`src/rtl/aux_irq_pkg.sv`:
```
package aux_irq_pkg;
  localparam int unsigned EVT_PER_CH = 4;
  localparam int unsigned BUS_DW     = 32;

  // position of each event kind inside a channel nibble
  typedef enum logic [1:0] {
    EVK_PLUG_HI  = 2'd0,
    EVK_PLUG_LO  = 2'd1,
    EVK_SINK_REQ = 2'd2,
    EVK_XFER_END = 2'd3
  } evt_kind_e;

  localparam logic [3:0] OFS_ENABLE = 4'h0;
  localparam logic [3:0] OFS_STATUS = 4'h4;
endpackage

```
`src/rtl/aux_irq_rst_sync.sv`:
```
module aux_irq_rst_sync #(
  parameter int unsigned STAGES = 2
) (
  input  logic clk,
  input  logic rst_n,
  output logic rst_n_sync
);
  logic [STAGES-1:0] sync_q;

  always_ff @(posedge clk or negedge rst_n) begin
    if (!rst_n) sync_q <= '0;
    else        sync_q <= {sync_q[STAGES-2:0], 1'b1};
  end

  assign rst_n_sync = sync_q[STAGES-1];
endmodule

```
`src/rtl/aux_irq_pending.sv`:
```
module aux_irq_pending #(
  parameter int unsigned WIDTH = 32
) (
  input  logic             clk,
  input  logic             rst_n,
  input  logic [WIDTH-1:0] set_i,
  input  logic [WIDTH-1:0] clr_i,
  output logic [WIDTH-1:0] pend_q
);
  logic [WIDTH-1:0] pend_d;
  logic             pend_en;

  always_comb begin
    pend_en = (|set_i) | (|clr_i);
    // set takes priority over clear on a collision
    pend_d  = (pend_q & ~clr_i) | set_i;
  end

  always_ff @(posedge clk or negedge rst_n) begin
    if (!rst_n)       pend_q <= '0;
    else if (pend_en) pend_q <= pend_d;
  end


  set_wins_chk: assert property (@(posedge clk) disable iff (!rst_n)
    (set_i != '0) |=> ((pend_q & $past(set_i)) == $past(set_i)));


  clear_effect_chk: assert property (@(posedge clk) disable iff (!rst_n)
    (clr_i != '0) |=> ((pend_q & $past(clr_i & ~set_i)) == '0));


  no_spurious_set_chk: assert property (@(posedge clk) disable iff (!rst_n)
    1'b1 |=> ((pend_q & ~$past(pend_q) & ~$past(set_i)) == '0));
endmodule

```
`src/rtl/aux_irq_regbus.sv`:
```
module aux_irq_regbus
  import aux_irq_pkg::*;
#(
  parameter int unsigned REG_W  = 32,
  parameter int unsigned ADDR_W = 4
) (
  input  logic              clk,
  input  logic              rst_n,
  input  logic              bus_valid,
  input  logic              bus_write,
  input  logic [ADDR_W-1:0] bus_addr,
  input  logic [BUS_DW-1:0] bus_wdata,
  input  logic [REG_W-1:0]  pend_q,
  output logic [REG_W-1:0]  en_q,
  output logic [REG_W-1:0]  clr_o,
  output logic [BUS_DW-1:0] bus_rdata
);
  logic              hit_en, hit_st;
  logic              en_we, rd_en;
  logic [REG_W-1:0]  en_d;
  logic [BUS_DW-1:0] rdata_d, rdata_q;

  always_comb begin
    hit_en  = (bus_addr == ADDR_W'(OFS_ENABLE));
    hit_st  = (bus_addr == ADDR_W'(OFS_STATUS));
    en_we   = bus_valid & bus_write & hit_en;
    en_d    = bus_wdata[REG_W-1:0];
    clr_o   = (bus_valid & bus_write & hit_st) ? bus_wdata[REG_W-1:0] : '0;
    rd_en   = bus_valid & ~bus_write;
    rdata_d = '0;
    if (hit_en)      rdata_d[REG_W-1:0] = en_q;
    else if (hit_st) rdata_d[REG_W-1:0] = pend_q & en_q;
  end

  always_ff @(posedge clk or negedge rst_n) begin
    if (!rst_n)     en_q <= '0;
    else if (en_we) en_q <= en_d;
  end

  always_ff @(posedge clk or negedge rst_n) begin
    if (!rst_n)     rdata_q <= '0;
    else if (rd_en) rdata_q <= rdata_d;
  end

  assign bus_rdata = rdata_q;


  enable_hold_chk: assert property (@(posedge clk) disable iff (!rst_n)
    !(bus_valid && bus_write && bus_addr == ADDR_W'(OFS_ENABLE)) |=> $stable(en_q));


  rdata_hold_chk: assert property (@(posedge clk) disable iff (!rst_n)
    !(bus_valid && !bus_write) |=> $stable(bus_rdata));
endmodule

```
`src/rtl/aux_irq_agg.sv`:
```
module aux_irq_agg
  import aux_irq_pkg::*;
#(
  parameter int unsigned NUM_CH = 8,
  parameter int unsigned ADDR_W = 4
) (
  input  logic              clk,
  input  logic              rst_n,
  input  logic              bus_valid,
  input  logic              bus_write,
  input  logic [ADDR_W-1:0] bus_addr,
  input  logic [31:0]       bus_wdata,
  output logic [31:0]       bus_rdata,
  input  logic [NUM_CH-1:0] ev_plug_hi,
  input  logic [NUM_CH-1:0] ev_plug_lo,
  input  logic [NUM_CH-1:0] ev_sink_req,
  input  logic [NUM_CH-1:0] ev_xfer_done,
  output logic              irq
);
  localparam int unsigned REG_W = NUM_CH * EVT_PER_CH;

  logic             rst_n_sync;
  logic [REG_W-1:0] set_vec, clr_vec, pend_q, en_q;
  logic             irq_d, irq_q;

  aux_irq_rst_sync #(.STAGES(2)) u_rst (
    .clk        (clk),
    .rst_n      (rst_n),
    .rst_n_sync (rst_n_sync)
  );

  for (genvar ch = 0; ch < NUM_CH; ch++) begin : g_ch
    assign set_vec[ch*EVT_PER_CH + int'(EVK_PLUG_HI)]  = ev_plug_hi[ch];
    assign set_vec[ch*EVT_PER_CH + int'(EVK_PLUG_LO)]  = ev_plug_lo[ch];
    assign set_vec[ch*EVT_PER_CH + int'(EVK_SINK_REQ)] = ev_sink_req[ch];
    assign set_vec[ch*EVT_PER_CH + int'(EVK_XFER_END)] = ev_xfer_done[ch];
  end

  aux_irq_regbus #(.REG_W(REG_W), .ADDR_W(ADDR_W)) u_bus (
    .clk       (clk),
    .rst_n     (rst_n_sync),
    .bus_valid (bus_valid),
    .bus_write (bus_write),
    .bus_addr  (bus_addr),
    .bus_wdata (bus_wdata),
    .pend_q    (pend_q),
    .en_q      (en_q),
    .clr_o     (clr_vec),
    .bus_rdata (bus_rdata)
  );

  aux_irq_pending #(.WIDTH(REG_W)) u_pend (
    .clk    (clk),
    .rst_n  (rst_n_sync),
    .set_i  (set_vec),
    .clr_i  (clr_vec),
    .pend_q (pend_q)
  );

  always_comb irq_d = |(pend_q & en_q);

  always_ff @(posedge clk or negedge rst_n_sync) begin
    if (!rst_n_sync) irq_q <= 1'b0;
    else             irq_q <= irq_d;
  end

  assign irq = irq_q;


  irq_follow_chk: assert property (@(posedge clk) disable iff (!rst_n_sync)
    1'b1 |=> (irq == $past(|(pend_q & en_q))));


  masked_quiet_chk: assert property (@(posedge clk) disable iff (!rst_n_sync)
    (en_q == '0) |=> !irq);
endmodule

```
`config.mk`:
```
export PLATFORM = sky130hd
export DESIGN_NAME = aux_irq_agg
export DESIGN_NICKNAME = d
export VERILOG_FILES = /design/src/rtl/aux_irq_pkg.sv /design/src/rtl/aux_irq_rst_sync.sv /design/src/rtl/aux_irq_pending.sv /design/src/rtl/aux_irq_regbus.sv /design/src/rtl/aux_irq_agg.sv
export SDC_FILE = /design/constraint.sdc
export NUM_CORES = 1
export LEC_CHECK = 0
export ABC_AREA = 1
export BUFFER_PORTS_ARGS = -buffer_cell sky130_fd_sc_hd__buf_2
export CAP_MARGIN = 20
export CORE_MARGIN = 3
export CORE_UTILIZATION = 45
export DETAILED_ROUTE_END_ITERATION = 8
export GPL_ROUTABILITY_DRIVEN = 1
export PLACE_DENSITY = 0.72
export RECOVER_POWER = 25
export SLEW_MARGIN = 20
export SYNTH_ARGS = -nofsm -noshare
export SYNTH_HDL_FRONTEND = slang
export SYNTH_SLANG_ARGS = --single-unit
export TNS_END_PERCENT = 100
```
`constraint.sdc`:
```
create_clock -name clk -period 3 [get_ports clk]
set_clock_uncertainty 0.15 [all_clocks]
set_input_delay 0.6 -clock clk [delete_from_list [all_inputs] [get_ports clk]]
set_output_delay 0.6 -clock clk [all_outputs]
set_load 0.03 [all_outputs]
```
==> impl_metrics.yaml <==
outcome:
  status: "completed"
timing:
  setup_violations: 0
  period_share_pct: 58.61
  slew_headroom_pct: 50.66
  final-hold-violation-count: 0
  tightest_slew_ns: 0.7400
  period_needed_ns: 1.758
  maxSlewViolCount: 0
  clock.fmax_ghz: 0.5687
  fin_tns_setup_ns: 0
  rsz0062_at_grt: "false"
setup_path:
  slowest_delay_ns: 0.36
  cp_slowest_cell: "buf_4"
  cp.required_ns: 3.10
  reg2reg_slack_ns: 1.65
  rr_worst_depth: 1
  crit_fanout: 33
  critical_path_depth: 9
  path_class: "in -> reg"
  start_kind: "input pin"
  end_kind: "flop"
  crit_family: "buffers and inverters"
  crit_path_cell_trace: "buf_2, nor2_4, buf_4, nand2_1, nor2_2, buf_4, nand2_1, nand2_1, nand2_1"
  timing.rr.start: "u_rst.sync_q[1]"
  worst-path-buf-inv: 3
  crit_arrival_ns: 1.86
  rr_endpoint: "u_bus.en_q[29]"
  path_common_cell: "nand2_1"
drt:
  drtIter0Drc: 181
  drc: 0
  vias: 4072
  wl_per_cell_um: 14.04
  via_per_inst: 4.954
  wl_met2_mm: 5.790
  wl_met3_um: 523
  highest_layer: "met4"
  drt-total-wl_mm: 11.54
  drtPass1Iterations: 5
  wl_met1_mm: 5.031
  postRouteAntennaNets: 0
global_route:
  antenna_found_initial: 0
  grt_pass1_wl_mm: 19.26
  grt_max_degree: 57
  grtUsageTotal_pct: 21.22
  grt_overflow: 0
  grt_pass1_vias: 4055
synthesis:
  synth_seq_cells: 99
  synth_nets: 659
  netlist_area_um2: 4528
  avgSynthCellArea_um2: 7.714
  yosysWarnings: 0
  ys_seq_area_share_pct: 54.71
  syn_inst: 587
  yosysUniqueCellTypes: 14
cells_and_area:
  layout.area.seq_um2: 2481
  fin_cells: 822
  diodes: 0
  syn_to_final_growth_pct: 17.57
  nets: 760
  n_fill_cell: 926
  multi_input_area_um2: 1740
  drive_gt1_share_pct: 19.91
floorplanning:
  io_pins: 105
  core_um2: 9503
  die-height_um: 106.3
  initial_core_util_pct: 47.65
  die-area_um2: 11300
  fp.dieW_um: 106.3
  rows: 35
hold_path:
  min_path_cells: 0
  min_to: "u_rst.sync_q[1]"
  hold_start: "u_rst.sync_q[0]"
  hp-class: "reg -> reg"
clock_network:
  h-tree-depth: 3
  cts_max_path_buffers: 2
  cts.clk_slew.worst_paths_ns: 0.11
  clock_latency_ns: 0.36
  clock-sinks: 99
  cts-buffers-inserted: 9
  cts_tree: "built"
  cts_setup_buffers: 0
  cts_root_buffer: "clkbuf_8"
power:
  power_density_nw_per_um2: 508.9
  peakVddDrop_uv: 243.9
  p_leak_uw: 0.003142
placed_design:
  hpwl_mm: 8.139
  gp_congestion: 0.8048
  place_inst: 804
  io_buffers: 104
job:
  max_cap_violations: 0
[cell type report]
| type | instances | area share, % |
|---|---|---|
| Clock buffer | 10 | 2.397 |
| Clock inverter | 6 | 0.8931 |
| Inverter | 35 | 2.468 |
| Multi-Input combinational cell | 425 | 32.69 |
| Sequential cell | 99 | 46.60 |
| Tap cell | 129 | 3.032 |
| Timing Repair Buffer | 118 | 11.92 |
[per-layer routing]
metal	up-vias	GRT usage [%]
li1	2011	-
met1	1929	27.85
met2	117	36.33
met3	15	3.097
met4	0	6.568
met5	-	0
[flip-flops by register name, summed over array words and instances, names as in the netlist]
signal and count:
u_rst.sync_q 2, u_pend.pend_q 32, u_bus.bus_rdata 32, irq 1, u_bus.en_q 32
[kinds of logic (layout without fill, tap and decap cells)]
group / after synthesis / after routing / synth area share, %
AND/OR/NAND/NOR: 392 / 392 / 34.76
AO/OA/AOI/OAI: 32 / 32 / 3.537
flip-flops: 99 / 99 / 54.71
buffers and inverters: 63 / 169 / 6.908
other: 1 / 1 / 0.08282
[Yosys cell counts]
cell	instances	share of area, %
buf_1	7	0.58
buf_2	4	0.44
buf_4	7	1.2
buf_6	6	1.5
clkbuf_1	4	0.33
conb_1	1	0.083
dfrtp_1	99	55
inv_1	35	2.9
nand2_1	312	26
nand3_1	64	7.1
nor2_1	11	0.91
nor2_2	3	0.41
nor2_4	2	0.50
o21ai_1	32	3.5
[worst max path at each step]
stage	start	to	slack (ns)
2_1_floorplan	u_rst.sync_q[1]	irq	1.19
4_1_cts	bus_addr[1]	u_pend.pend_q[19]	1.24
5_1_grt	bus_addr[1]	u_pend.pend_q[16]	1.09
3_3_place_gp	bus_addr[1]	u_pend.pend_q[17]	0.89
6_report	bus_addr[1]	u_pend.pend_q[19]	1.24
3_5_place_dp	bus_addr[1]	u_pend.pend_q[18]	0.85
[cells in the final DEF (no fill, tap or decap), drive strengths merged]
master         n
clkinv         2
o21ai         32
dfrtp         99
clkinvlp       1
nand2        312
clkbuf        11
conb           1
dlygate4sd3    1
buf          116
nor2          16
inv           38
nand3         64
[stage by stage]
| stage | total power [uW] | cell area, um2 | util [%] | hold WS (ns) | setup WS [ns] |
|---|---|---|---|---|---|
| finish | 2709 | 5324 | 56.02 | 0.2145 | 1.242 |
| global route | 2855 | 5324 | 56.02 | 0.2266 | 1.091 |
| detailed placement | 1955 | 5125 | 53.93 | 0.1971 | 0.8473 |
| floorplan | 1790 | 4529 | - | 0.1544 | 1.187 |
| CTS | 2731 | 5310 | 55.88 | 0.2224 | 1.240 |
| global placement | 1934 | 5125 | 53.93 | 0.1881 | 0.8920 |
[report_power, final]
part           switching [uW]  total [uW]  internal, uW
clock                     471         784           313
combinational             257         406           149
sequential               84.1        1520          1440
total                     812        2710          1900
[repair_timing]
item	in CTS	in global routing
resized for setup	0	0
hold buffers	1	0
endpoints found under the hold margin	2	0
(Power assumes the default switching activity.)
